**config.mk**
```make
export PLATFORM = sky130hd
export DESIGN_NAME = watchdog_core
export DESIGN_NICKNAME = d
export VERILOG_FILES = /design/src/rtl/wdog_pkg.sv /design/src/rtl/wdog_regfile.sv /design/src/rtl/wdog_prescaler.sv /design/src/rtl/wdog_counter.sv /design/src/rtl/wdog_actions.sv /design/src/rtl/watchdog_core.sv
export SDC_FILE = /design/constraint.sdc
export NUM_CORES = 1
export LEC_CHECK = 0
export BUFFER_PORTS_ARGS = -buffer_cell sky130_fd_sc_hd__buf_2
export CAP_MARGIN = 20
export CORE_UTILIZATION = 35
export DETAILED_ROUTE_END_ITERATION = 10
export GPL_ROUTABILITY_DRIVEN = 0
export GPL_TIMING_DRIVEN = 0
export PLACE_DENSITY = 0.55
export SLEW_MARGIN = 5
export SYNTH_ARGS = -nofsm -noshare
export SYNTH_HDL_FRONTEND = slang
export SYNTH_HIERARCHICAL = 1
export SYNTH_SLANG_ARGS = --single-unit
```
**constraint.sdc**
```tcl
create_clock -name clk -period 3.25 [get_ports clk]
set_input_delay 0.4875 -clock clk [delete_from_list [all_inputs] [get_ports clk]]
set_output_delay 0.4875 -clock clk [all_outputs]
set_load 0.05 [all_outputs]
```
**src/rtl/wdog_pkg.sv**
```systemverilog
package wdog_pkg;

  localparam int OFF_COUNT   = 'h0;
  localparam int OFF_PRELOAD = 'h4;
  localparam int OFF_KICK    = 'h8;
  localparam int OFF_CTRL    = 'hC;

  localparam logic [15:0] KICK_KEY = 16'h4755;

  typedef struct packed {
    logic [1:0] scope;
    logic       slow;
    logic       alarm_en;
    logic       irq_en;
    logic       rst_en;
    logic       run;
  } ctrl_t;

  localparam int CTRL_W = $bits(ctrl_t);

endpackage

```
**src/rtl/wdog_regfile.sv**
```systemverilog
module wdog_regfile
  import wdog_pkg::*;
#(
  parameter int ADDR_W = 4,
  parameter int DATA_W = 32
) (
  input  logic              clk,
  input  logic              rst,
  input  logic [ADDR_W-1:0] addr,
  input  logic              we,
  input  logic [DATA_W-1:0] wdata,
  input  logic              re,
  input  logic [DATA_W-1:0] count,
  output ctrl_t             ctrl_q,
  output logic [DATA_W-1:0] preload_q,
  output logic              kick,
  output logic [DATA_W-1:0] rdata
);

  localparam logic [DATA_W-1:0] KEY_WORD = DATA_W'(KICK_KEY);

  logic sel_preload, sel_kick, sel_ctrl, sel_count;
  logic [DATA_W-1:0] rd_val;

  assign sel_count   = (addr == ADDR_W'(OFF_COUNT));
  assign sel_preload = (addr == ADDR_W'(OFF_PRELOAD));
  assign sel_kick    = (addr == ADDR_W'(OFF_KICK));
  assign sel_ctrl    = (addr == ADDR_W'(OFF_CTRL));

  assign kick = we && sel_kick && (wdata == KEY_WORD);

  always_comb begin
    rd_val = '0;
    if (sel_count)   rd_val = count;
    if (sel_preload) rd_val = preload_q;
    if (sel_ctrl)    rd_val[CTRL_W-1:0] = ctrl_q;
  end

  always_ff @(posedge clk) begin
    if (rst) begin
      ctrl_q    <= '0;
      preload_q <= '0;
      rdata     <= '0;
    end else begin
      if (we && sel_preload) preload_q <= wdata;
      if (we && sel_ctrl)    ctrl_q    <= ctrl_t'(wdata[CTRL_W-1:0]);
      rdata <= re ? rd_val : '0;
    end
  end

endmodule

```
**src/rtl/wdog_prescaler.sv**
```systemverilog
module wdog_prescaler #(
  parameter int DIV = 200
) (
  input  logic clk,
  input  logic rst,
  input  logic run,
  input  logic clear,
  output logic tick
);

  generate
    if (DIV <= 1) begin : g_bypass
      assign tick = run && !clear;
    end else begin : g_div
      localparam int PW = $clog2(DIV);
      localparam logic [PW-1:0] LAST = PW'(DIV - 1);
      logic [PW-1:0] phase;

      assign tick = run && !clear && (phase == LAST);

      always_ff @(posedge clk) begin
        if (rst || clear || !run) phase <= '0;
        else if (phase == LAST)   phase <= '0;
        else                      phase <= phase + 1'b1;
      end
    end
  endgenerate

endmodule

```
**src/rtl/wdog_counter.sv**
```systemverilog
module wdog_counter #(
  parameter int CNT_W = 32
) (
  input  logic             clk,
  input  logic             rst,
  input  logic             tick,
  input  logic             kick,
  input  logic [CNT_W-1:0] preload,
  output logic [CNT_W-1:0] count,
  output logic             expire
);

  logic at_zero;

  assign at_zero = (count == '0);
  assign expire  = tick && at_zero && !kick;

  always_ff @(posedge clk) begin
    if (rst)                count <= '0;
    else if (kick)          count <= preload;
    else if (expire)        count <= preload;
    else if (tick)          count <= count - 1'b1;
  end

endmodule

```
**src/rtl/wdog_actions.sv**
```systemverilog
module wdog_actions
  import wdog_pkg::*;
(
  input  logic       clk,
  input  logic       rst,
  input  logic       expire,
  input  ctrl_t      ctrl,
  output logic       sys_rst_req,
  output logic       irq,
  output logic       alarm,
  output logic [1:0] rst_scope
);

  always_ff @(posedge clk) begin
    if (rst) begin
      sys_rst_req <= 1'b0;
      irq         <= 1'b0;
      alarm       <= 1'b0;
      rst_scope   <= 2'b00;
    end else begin
      sys_rst_req <= expire && ctrl.rst_en;
      irq         <= expire && ctrl.irq_en;
      alarm       <= expire && ctrl.alarm_en;
      rst_scope   <= (expire && ctrl.rst_en) ? ctrl.scope : 2'b00;
    end
  end

endmodule

```
**src/rtl/watchdog_core.sv**
```systemverilog
module watchdog_core
  import wdog_pkg::*;
#(
  parameter int ADDR_W  = 4,
  parameter int DATA_W  = 32,
  parameter int CLK_HZ  = 200_000_000,
  parameter int TICK_HZ = 1_000_000
) (
  input  logic              clk,
  input  logic              rst,
  input  logic [ADDR_W-1:0] bus_addr,
  input  logic              bus_we,
  input  logic [DATA_W-1:0] bus_wdata,
  input  logic              bus_re,
  output logic [DATA_W-1:0] bus_rdata,
  output logic              sys_rst_req,
  output logic              irq,
  output logic              alarm,
  output logic [1:0]        rst_scope
);

  localparam int DIV = (CLK_HZ / TICK_HZ < 1) ? 1 : CLK_HZ / TICK_HZ;

  ctrl_t             ctrl_q;
  logic [DATA_W-1:0] preload_q;
  logic [DATA_W-1:0] count_q;
  logic              kick;
  logic              slow_tick;
  logic              tick;
  logic              expire;

  wdog_regfile #(.ADDR_W(ADDR_W), .DATA_W(DATA_W)) u_regs (
    .clk       (clk),
    .rst       (rst),
    .addr      (bus_addr),
    .we        (bus_we),
    .wdata     (bus_wdata),
    .re        (bus_re),
    .count     (count_q),
    .ctrl_q    (ctrl_q),
    .preload_q (preload_q),
    .kick      (kick),
    .rdata     (bus_rdata)
  );

  wdog_prescaler #(.DIV(DIV)) u_presc (
    .clk   (clk),
    .rst   (rst),
    .run   (ctrl_q.run && ctrl_q.slow),
    .clear (kick),
    .tick  (slow_tick)
  );

  assign tick = ctrl_q.run && (ctrl_q.slow ? slow_tick : 1'b1);

  wdog_counter #(.CNT_W(DATA_W)) u_cnt (
    .clk     (clk),
    .rst     (rst),
    .tick    (tick),
    .kick    (kick),
    .preload (preload_q),
    .count   (count_q),
    .expire  (expire)
  );

  wdog_actions u_act (
    .clk         (clk),
    .rst         (rst),
    .expire      (expire),
    .ctrl        (ctrl_q),
    .sys_rst_req (sys_rst_req),
    .irq         (irq),
    .alarm       (alarm),
    .rst_scope   (rst_scope)
  );

endmodule

```
**After elaboration in Yosys (flattened, before gate mapping)**

Index checks and enable logic that the tools add are counted.
W data, S select, Z words.

- Bits in registers: 116
- Input port bits: 40
- Word-level logic and storage cells: 53

- Add/subtract/negate cells: 2
- Equal/unequal tests: 5
- Muxes and demuxes: 7
- Bitwise operators: 2
- Reduce and logical (&&, ||, !) cells: 23

Operators with widths:

| operator | count |
|---|---|
| $mux W32 | 5 |
| $eq A32 B15 Y1 const B | 1 |
| $logic_not A32 Y1 | 1 |
| $sub A32 B1 Y32 const B | 1 |
| $logic_and A1 B1 Y1 | 13 |
| $add A8 B1 Y8 const B | 1 |
| $eq A4 B4 Y1 const B | 2 |
| $eq A8 B8 Y1 const B | 1 |
| $mux W7 | 1 |
| $reduce_or A2 Y1 | 3 |
| $eq A4 B3 Y1 const B | 1 |
| $logic_not A4 Y1 | 1 |
| $reduce_bool A3 Y1 | 1 |
| $logic_not A1 Y1 | 2 |
| $logic_or A1 B1 Y1 | 2 |
| $not A1 Y1 | 2 |
| $mux W1 | 1 |

**Depth between registers and ports, before layout**

Gate-level depths: netlist of run 1.

- Depth after elaboration: 13
- Gate-level depth with buffers: 13

**Cells and area by module**

Netlist of run 1, hierarchy kept.

Modules (own cells, without submodules):

| module | times used | cells each | area each (um^2) | sequential area each (um^2) |
|---|---|---|---|---|
| wdog_regfile | 1 | 317 | 2884.0 | 1421.4 |
| wdog_counter | 1 | 273 | 2122.0 | 640.6 |
| wdog_prescaler | 1 | 39 | 356.6 | 160.2 |
| wdog_actions | 1 | 10 | 150.1 | 100.1 |
| watchdog_core | 1 | 3 | 17.5 | 0.0 |

**Least setup slack after synthesis of run 1**

Ideal clock, no wire load.

- Path type: register -> register
- Start: register u_presc.g_div.phase[0]
- End: register u_cnt.count[25]
- Setup time: 0.074 ns
- Data arrival time: 3.260 ns
- Setup slack: -0.084 ns
- Stages on the path, launching flop included: 13
- Buffers on the path: 1
- Period minus slack after synthesis: 3.334 ns
- Cell sequence: dfxtp_1 -> ha_1 -> nand4bb_1 -> or2_1 -> nor3b_1 -> inv_1 -> a21boi_1 -> or4b_2 -> or3_2 -> o31ai_4 -> buf_6 -> nand2_1 -> a31oi_1

- Cells in the longest elaborated chain, start to end: 8
- Elaborated cells on any way between the ends: 9

Ends and longest elaborated chain:

| element | RTL line | source |
|---|---|---|
| from (decl) | wdog_prescaler.sv:17 | `logic [PW-1:0] phase;` |
| from (signal assigned) | wdog_prescaler.sv:24 | `else phase <= phase + 1'b1;` |
| $eq A8 B8 Y1 * | wdog_prescaler.sv:19 | `assign tick = run && !clear && (phase == LAST);` |
| $logic_and A1 B1 Y1 * | wdog_prescaler.sv:19 |  |
| via slow_tick | watchdog_core.sv:28 | `logic slow_tick;` |
| $mux W1 * | watchdog_core.sv:54 | `assign tick = ctrl_q.run && (ctrl_q.slow ? slow_tick : 1'b1);` |
| $logic_and A1 B1 Y1 * | watchdog_core.sv:54 |  |
| via tick | watchdog_core.sv:29 | `logic tick;` |
| $logic_and A1 B1 Y1 (2 in a row) | wdog_counter.sv:16 | `assign expire = tick && at_zero && !kick;` |
| $mux W32 | wdog_counter.sv:21 | `else if (expire) count <= preload;` |
| $mux W32 | wdog_counter.sv:20 | `else if (kick) count <= preload;` |
| to (signal assigned) | wdog_counter.sv:20 |  |
| to (signal assigned) | wdog_counter.sv:21 |  |
| to (signal assigned) | wdog_counter.sv:22 | `else if (tick) count <= count - 1'b1;` |
| to (decl) | wdog_counter.sv:9 | `output logic [CNT_W-1:0] count,` |

Mark *: on every way through the listed nets, which the timed path passes. The rest lies on a longest branch.
A chain may end at the register's enable or synchronous reset.

**Worst setup path after layout of run 1**

- Start: register u_presc.g_div.phase[1]
- End: register u_cnt.count[8]

The elaborated chain is that of the path after synthesis.

==> impl_metrics.tcl, run 1 <==
set metrics [dict create \
    crit_fanout 6 \
    cts_hold_buf 0 \
    die_y_um 128 \
    max_stage_delay_ns 0.52 \
    ios 77 \
    path_clk_slew_ns 0.05 \
    async_flop_share_pct 0 \
    crit_path_top_delay_cell "or4b_4" \
    synth_ff_type "dfxtp_1" \
    total_power_mw 3.58 \
    dr.first_iter.drc_count 508 \
    yosysSeqAreaShare_pct 42.0 \
    synth_edf_count 0 \
    postSynthAreaPerCell_um2 8.61 \
    grt_first_pass_wirelength_um 27900 \
    ys_warn_count 6 \
    synth_top_area_cell "dfxtp_1" \
    arrival_ns 3.43 \
    holdCritPathClass "in2reg" \
    dieWidth_um 128 \
    clock_latency_ns 0.42 \
    postLayoutCellArea_um2 6970 \
    hold_path_end "u_regs/preload_q[24]$_SDFFE_PP0P_" \
    place_hpwl_um 13200 \
    crit_path_start_kind "flip-flop" \
    drive_above_1_share_pct 21.7 \
    leakage_nw 2.56 \
    synthTopCellsByArea "dfxtp_1 42%, o21ai_0 5.1%, nand2b_1 4.5%" \
    finalSetupViolCount 0 \
    maxCapViolCount 0 \
    grt_start_max_net_pins 17 \
    fin_skew_ns 0.00582 \
    rsz0062_at_grt "false" \
    antennaDiodeCount 0 \
    overflow 0 \
    end_kind "flip-flop" \
    synth.most_common_cell "dfxtp_1" \
    core_area_um2 15300 \
    required_ns 3.52 \
    ant_nets 0 \
    worst-r2r-cell-count 11 \
    cts_buffer_depth 2 \
    netlist_top_cells_count "116 x dfxtp_1, 56 x o21ai_0, 52 x nor2_1" \
    reg2reg_slack_ns 0.09 \
    num_vias 5516 \
    avgRoutedWirePerCell_um 18.6 \
    tritoncts "yes" \
    layout.nets 791 \
    syn_area_um2 5530 \
    hold_violations 0 \
    synth_cells 642 \
    crit_type "reg2reg" \
    root_buffer "clkbuf_16" \
    synthesis.nets 684 \
    fin_ws_ns 0.0907 \
    drc 0 \
    numCtsBuffers 17 \
    wirelength_um 18100 \
    synth_top_area_share_pct 42.0 \
    tightestPinTransition_ns 1.10 \
    initial_core_util_pct 36.1 \
    period_share_pct 97.2 \
    p_per_area_nw_per_um2 514 \
    io_buffers 76 \
    worstReg2RegStart "u_presc/g_div.phase[1]$_SDFF_PP0_" \
    synth_cell_type_count 67 \
    rows 45 \
    cts_sinks 116 \
    hp-start "bus_wdata[24]" \
    max_freq_mhz 317 \
    status "completed" \
    r2r-end "u_cnt/count[8]$_SDFFE_PP0P_" \
    area_growth_pct 26.0 \
    max_slew_margin_pct 25.8 \
    holdPathStages 3 \
    place_area_um2 6200 \
    avgViaCountPerCell 5.68 \
    pre_cts_slack_ns -1.53 \
    htree_levels 4 \
    drv_slew 0 \
    grt_use_total_pct 22.7 \
    dieArea_um2 16300 \
    cp_cell_sequence "ha_4 -> nand4bb_1 -> or2_1 -> nor3b_2 -> inv_1 -> a21boi_4 -> or4b_4 -> nor3_4 -> nand3_1 -> a41oi_1 -> a21oi_1" \
    grt_pass1_vias 5152 \
    ir_worst_vdd_uv 353 \
    first_pass_iters 5 \
    layout_min_cycle_time_ns 3.16 \
    grt_antenna_before_repair 0 \
    ys_ff_latch 116 \
]
==> where the power goes <==
group          total (mW)  internal [mW]  switching (mW)  leakage, nW
Combinational       0.338          0.127           0.210         1.35
Sequential           1.46           1.44          0.0183        0.937
Clock                1.79           1.17           0.614        0.277
Total                3.58           2.74           0.843         2.56
==> critical path: cells and delay by family (launching register included) <==
kind / cells / cell delay (ns)
AOI/OAI and AO/OA: 3 / 0.61
adders and majority gates: 1 / 0.15
buffers and inverters: 1 / 0.08
DFF: 1 / 0.35
and+or+nand+nor: 6 / 1.80
==> state kept, by name (all words and copies together) (netlist names) <==
register             flops
u_regs/preload_q        32
u_presc/g_div.phase      8
u_act/rst_scope          2
u_cnt/count             32
u_regs/ctrl_q            7
u_act/sys_rst_req        1
u_act/irq                1
u_act/alarm              1
u_regs/rdata            32
==> cell families after synthesis <==
| group | share of synthesized area [%] |
|---|---|
| simple gates | 31.1 |
| compound gates | 18.7 |
| flops | 42.0 |
| buf+inv | 4.32 |
| mux | 2.60 |
| xor+xnor | 0.792 |
| fa+ha+maj | 0.452 |
==> how the worst max path moves through the flow <==
stage / depth (start not counted) / end / slack (ns) / startpoint
after floorplan: 11 / u_cnt/count[3]$_SDFFE_PP0P_ / 0.004 / u_presc/g_div.phase[0]$_SDFF_PP0_
after global placement: 14 / u_cnt/count[29]$_SDFFE_PP0P_ / -1.43 / bus_wdata[19]
after detailed placement: 14 / u_cnt/count[29]$_SDFFE_PP0P_ / -1.53 / bus_wdata[19]
after CTS: 13 / u_cnt/count[17]$_SDFFE_PP0P_ / 0.03 / u_presc/g_div.phase[0]$_SDFF_PP0_
after global routing: 11 / u_cnt/count[8]$_SDFFE_PP0P_ / 0.007 / u_presc/g_div.phase[1]$_SDFF_PP0_
final: 11 / u_cnt/count[8]$_SDFFE_PP0P_ / 0.09 / u_presc/g_div.phase[1]$_SDFF_PP0_
==> stage by stage <==
step,std cells,utilization [%],hold WS [ns],setup TNS [ns]
finish,971,45.5,0.342,0
CTS,966,44.9,0.322,0
floorplan,642,-,0.431,0
global route,971,45.5,0.334,0
detailed placement,931,40.5,0.452,-38.42
global placement,929,40.4,0.448,-35.58
==> placed cells by master, fill, tap and decap left out, types with 28 or more instances in the layout <==
cell and n:
nand2_1 36, nor2_1 50, o21ai_0 55, a21oi_1 31, nand2b_1 40, nand4b_1 28
dfxtp_1 114, clkbuf_1 38, a22oi_1 29, buf_2 85
==> per-layer routing <==
layer / global-route usage (%) / wire length, um
met5: 0 / 0
met4: 11.6 / 389
met3: 4.38 / 1440
met2: 34.9 / 8130
met1: 30.4 / 8130
==> repair_timing <==
item / in CTS / in global routing
resized for setup: 15 / 19
pin swaps: 2 / 8
buffers inserted: 5 / 5
endpoints found under the setup margin: 37 / 30
gates cloned: 0 / 0
==> layout make-up <==
type                    instances  area [um2]
fillers                      1564        8350
multi-input cells             471        3080
flip-flops and latches        116        2330
clock buffers                  25         485
repair buffers                 88         474
well taps                     211         264
plain buffers                  48         235
clock inverters                 5        75.1
inverters                       7        30.0
No activity file was read; power rests on OpenSTA's default activity.
==> inputs of run 2 (changes only) <==
- CAP_MARGIN: 20 -> 5
- CORE_UTILIZATION: 35 -> 45
- PLACE_DENSITY: 0.55 -> 0.68
==> run 2 against run 1 <==
The run now ends with design-rule violations left; highest routed layer unchanged; sequential share of layout area grew 0.30 points; clock power grew 5%; die area shrank 22%; flip-flop and latch count is the same; largest cell class unchanged; global-route usage grew 4.3 points; combinational power shrank 2%; setup slack lost 0.037 ns; clock skew grew 0.0019 ns; first-iteration DRC count grew 13%; register-to-register slack gained 0.03 ns; routed wire length shrank 5.7%.
==> impl_metrics.tcl, run 2 (synthesized netlist as in run 1, its figures left out) <==
set metrics [dict create \
    ios 77 \
    fill_cells 1068 \
    max_slew_margin_pct 18.3 \
    p_per_area_nw_per_um2 531 \
    violations "design-rule violations" \
    worstReg2RegStart "u_presc/g_div.phase[0]$_SDFF_PP0_" \
    drive_above_1_share_pct 21.9 \
    multi_input_area_um2 3070 \
    cpMostUsedCell "buf_4" \
    status "finished with violations" \
    cts_hold_buf 0 \
    max_stage_delay_ns 0.71 \
    ir_worst_vdd_uv 257 \
    stdcell_count 909 \
    arrival_ns 3.52 \
    required_ns 3.57 \
    htree_levels 4 \
    worst-r2r-cell-count 18 \
    r2r-end "u_cnt/count[26]$_SDFFE_PP0P_" \
    first_pass_iters 10 \
    layout.nets 791 \
    drv_slew 0 \
    root_buffer "clkbuf_16" \
    utilization_pct 57.5 \
    holdWs_ns 0.352 \
    grt_start_max_net_pins 17 \
    max_freq_mhz 313 \
    initial_core_util_pct 46.0 \
    maxCapViolCount 0 \
    tightestPinTransition_ns 1.21 \
    ant_nets 0 \
    die_y_um 113 \
    seq_area_um2 2330 \
    end_kind "flip-flop" \
    io_buffers 76 \
    place_hpwl_um 12000 \
    place_area_um2 6100 \
    hold_path_end "u_regs/preload_q[24]$_SDFFE_PP0P_" \
    clock_latency_ns 0.41 \
    crit_path_start_kind "input port" \
    hold_violations 0 \
    layout_min_cycle_time_ns 3.20 \
    reg2reg_slack_ns 0.12 \
    area_growth_pct 24.9 \
    mostFrequentLayoutCells "114 x dfxtp_1, 83 x buf_2, 56 x o21ai_0" \
    overflow 0 \
    dieWidth_um 113 \
    dpl.cell_count 865 \
    rows 40 \
    crit_path_top_delay_cell "or4b_2" \
    final_common_cell "dfxtp_1" \
    cts_buffer_depth 2 \
    period_share_pct 98.4 \
    numCtsBuffers 17 \
    grt_antenna_before_repair 0 \
    path_clk_slew_ns 0.05 \
    crit_fanout 4 \
    avgViaCountPerCell 6.17 \
    largestRegisters "u_cnt/count x32, u_regs/preload_q x32, u_regs/rdata x32" \
    drc 1 \
    grt_pass1_vias 5159 \
    crit_start "bus_wdata[24]" \
    postLayoutCellArea_um2 6910 \
    holdCritPathClass "in2reg" \
    leakage_nw 2.59 \
    antennaDiodeCount 0 \
    cts_sinks 116 \
    holdPathStages 3 \
    dr.first_iter.drc_count 573 \
    fin_skew_ns 0.00772 \
    cp_cell_sequence "buf_2 -> or4b_2 -> nor4_4 -> buf_4 -> nor3b_2 -> inv_1 -> a21boi_4 -> or4b_4 -> nor3_4 -> buf_4 -> buf_4 -> buf_4 -> buf_4 -> buf_4 -> buf_4 -> buf_4 -> nor2_1 -> mux2i_1 -> o31ai_1" \
    finalSetupViolCount 0 \
    grt_use_total_pct 27.0 \
    core_area_um2 12000 \
    dieArea_um2 12700 \
    grt_first_pass_wirelength_um 26400 \
    num_vias 5608 \
    crit_type "in2reg" \
    tritoncts "yes" \
    avgRoutedWirePerCell_um 18.8 \
    hp-start "bus_wdata[24]" \
    fin_tns_setup_ns 0 \
    wirelength_um 17100 \
]
-- run 2: report_power, final --
group	switching (mW)	internal (mW)
Clock	0.632	1.24
Combinational	0.207	0.125
Sequential	0.0177	1.44
Total	0.857	2.81
-- run 2: worst max-delay path by stage --
| stage | end | slack [ns] | cells after the start |
|---|---|---|---|
| after floorplan | u_cnt/count[3]$_SDFFE_PP0P_ | 0.004 | 11 |
| after global placement | u_cnt/count[4]$_SDFFE_PP0P_ | -1.26 | 14 |
| after detailed placement | u_cnt/count[29]$_SDFFE_PP0P_ | -1.37 | 14 |
| after CTS | u_cnt/count[26]$_SDFFE_PP0P_ | 0.01 | 18 |
| after global routing | u_cnt/count[26]$_SDFFE_PP0P_ | -0.004 | 18 |
| final | u_cnt/count[26]$_SDFFE_PP0P_ | 0.05 | 19 |
-- run 2: repair_timing --
action	in CTS	in global routing
pin swaps	3	6
endpoints found under the setup margin	36	30
gates resized for setup	17	5
buffers inserted	11	2
gates cloned	0	0
-- run 2: layout make-up --
class	count	area share [%]
Tap cell	147	2.66
Inverter	7	0.380
Buffer	47	3.13
Timing Repair Buffer	89	6.92
Clock inverter	8	1.39
Sequential cell	116	33.7
Multi-Input combinational cell	471	44.4
Clock buffer	24	7.41
-- run 2: worst max-delay path: cells and delay by family --
kind / cells / cell delay (ns)
AOI/OAI and AO/OA: 2 / 0.27
buffers and inverters: 10 / 1.27
and+or+nand+nor: 6 / 1.41
muxes: 1 / 0.07
-- run 2: routing by layer --
layer  global-route usage (%)  vias to the layer above  share of wire (%)
met5                        0                        -                  0
met2                     41.5                      324                 44
met3                     6.75                       61                9.7
li1                         -                     2606                  -
met1                     35.5                     2617                 43
met4                     13.3                        0                3.1
-- run 2: metrics by stage --
stage | worst slack, ns | power, mW
final | 0.0535 | 3.66
after global placement | -1.26 | 1.79
after detailed placement | -1.37 | 1.79
after global routing | -0.00416 | 3.78
after floorplan | 0.00400 | 1.69
after CTS | 0.0141 | 3.67
==> inputs of run 3 (changes only) <==
- SETUP_SLACK_MARGIN: not set -> 0.4
==> run 3 against run 2 <==
Critical endpoint is now u_cnt/count[23]$_SDFFE_PP0P_; clock power rose by 9.6%; cell count rose by 1.2%; clock skew rose by 0.0081 ns; first-iteration DRC count fell by 14%; critical path depth fell by 8; die area did not move; combinational power rose by 5%; the run now ends clean; routed wire length rose by 2.8%; count of clock-buffer cells in the layout fell by 2; largest power group unchanged; sequential power barely moved; design area rose by 5.2%; non-clock buffer count rose by 11.
==> impl_metrics.tcl, run 3 (synthesized netlist as in run 1, its figures left out) <==
set metrics [dict create \
    status "completed" \
    maxCapViolCount 0 \
    cts_sinks 116 \
    io_buffers 76 \
    first_pass_iters 6 \
    final_common_cell "dfxtp_1" \
    worst-r2r-cell-count 13 \
    dieArea_um2 12700 \
    grt_antenna_before_repair 0 \
    drc 0 \
    die_y_um 113 \
    overflow 0 \
    hold_violations 0 \
    crit_path_start_kind "input port" \
    core_area_um2 12000 \
    fin_tns_setup_ns 0 \
    root_buffer "clkbuf_16" \
    dieWidth_um 113 \
    tritoncts "yes" \
    drv_slew 0 \
    pre_cts_slack_ns -0.610 \
    fin_ws_ns 0.208 \
    total_power_mw 3.87 \
    cts_buffer_depth 2 \
    rsz0062_at_grt "true" \
    drive_above_1_share_pct 26.9 \
    max_slew_margin_pct 18.8 \
    ios 77 \
    tightestPinTransition_ns 1.21 \
    multi_input_area_um2 3220 \
    initial_core_util_pct 46.0 \
    wirelength_um 17500 \
    arrival_ns 3.31 \
    utilization_pct 60.5 \
    required_ns 3.52 \
    max_freq_mhz 329 \
    fill_cells 1023 \
    htree_levels 4 \
    r2r-end "u_cnt/count[20]$_SDFFE_PP0P_" \
    dr.first_iter.drc_count 490 \
    crit_fanout 8 \
    hp-start "bus_wdata[4]" \
    grt_first_pass_wirelength_um 27500 \
    grt_use_total_pct 28.5 \
    mostFrequentLayoutCells "112 x dfxtp_1, 84 x buf_2, 52 x o21ai_0" \
    grt_pass1_vias 5241 \
    num_vias 5617 \
    ir_worst_vdd_uv 239 \
    layout.nets 802 \
    rows 40 \
    largestRegisters "u_cnt/count x32, u_regs/preload_q x32, u_regs/rdata x32" \
    reg2reg_slack_ns 0.22 \
    layout_min_cycle_time_ns 3.04 \
    leakage_nw 2.74 \
    crit_start "bus_wdata[18]" \
    antennaDiodeCount 0 \
    grt_start_max_net_pins 17 \
    numCtsBuffers 17 \
    worstReg2RegStart "u_presc/g_div.phase[0]$_SDFF_PP0_" \
    clock_latency_ns 0.42 \
    crit_type "in2reg" \
    avgRoutedWirePerCell_um 19.1 \
    holdPathStages 3 \
    avgViaCountPerCell 6.11 \
    area_growth_pct 31.4 \
    seq_area_um2 2330 \
    place_hpwl_um 12300 \
    holdCritPathClass "in2reg" \
    ant_nets 0 \
    finalSetupViolCount 0 \
    end_kind "flip-flop" \
    hold_path_end "u_regs/ctrl_q[4]$_SDFFE_PP0P_" \
    p_per_area_nw_per_um2 533 \
    period_share_pct 93.6 \
    path_clk_slew_ns 0.05 \
    fin_skew_ns 0.0159 \
]
run 3: cell types whose count changed in the layout (fill, tap and decap cells not counted), sizes merged:
cell / change
buf: +11
bufinv: +3
clkbuf: -2
clkinvlp: -1
run 3: routing by layer:
metal / track usage (%) / routed length, um / vias up / part of all wire (%)
li1: - / - / 2630 / -
met4: 13.8 / 586 / 0 / 3.3
met1: 38.0 / 7260 / 2605 / 41
met3: 6.96 / 1770 / 66 / 10
met5: 0 / 0 / - / 0
met2: 43.2 / 7930 / 316 / 45
run 3: worst max-delay path by stage:
stage | end | depth (start not counted)
after floorplan | u_cnt/count[20]$_SDFFE_PP0P_ | 12
after global placement | u_cnt/count[6]$_SDFFE_PP0P_ | 12
after detailed placement | u_cnt/count[9]$_SDFFE_PP0P_ | 12
after CTS | u_cnt/count[16]$_SDFFE_PP0P_ | 13
after global routing | u_cnt/count[13]$_SDFFE_PP0P_ | 13
final | u_cnt/count[23]$_SDFFE_PP0P_ | 11
run 3: final cells by class:
| class | count | area share (%) |
|---|---|---|
| buffer | 48 | 3.31 |
| clock buffer | 22 | 6.66 |
| clock inverter | 10 | 2.41 |
| inverter | 7 | 0.362 |
| multi-input combinational | 471 | 44.3 |
| sequential | 116 | 32.0 |
| tap | 147 | 2.53 |
| timing repair buffer | 99 | 8.38 |
run 3: power breakdown:
part | switching, mW | leakage, nW | internal (mW)
combinational | 0.215 | 1.48 | 0.135
sequential | 0.0188 | 0.937 | 1.44
clock | 0.630 | 0.330 | 1.43
total | 0.864 | 2.74 | 3.01
run 3: stage by stage:
step                hold WS (ns)  cell area, um2  cells
finish                     0.339            7270    920
global route               0.333            7270    920
CTS                        0.324            7170    916
detailed placement         0.450            6170    865
global placement           0.443            6170    865
floorplan                  0.432            5610    642
run 3: timing repair:
action	CTS	global route
pin swaps	21	12
setup buffers	17	3
cloned	2	0
gates resized for setup	40	21
hold buffers	0	0
setup endpoints to repair	36	37
run 3: critical path: stages:
cell and delay [ns]:
buf_2 0.11, nor4_1 0.37, nand4_1 0.21, nor4_4 0.29, buf_4 0.19, clkbuf_1 0.35
clkinv_1 0.44, nand2_1 0.31, a31oi_2 0.16, a32oi_1 0.30, a21oi_1 0.09
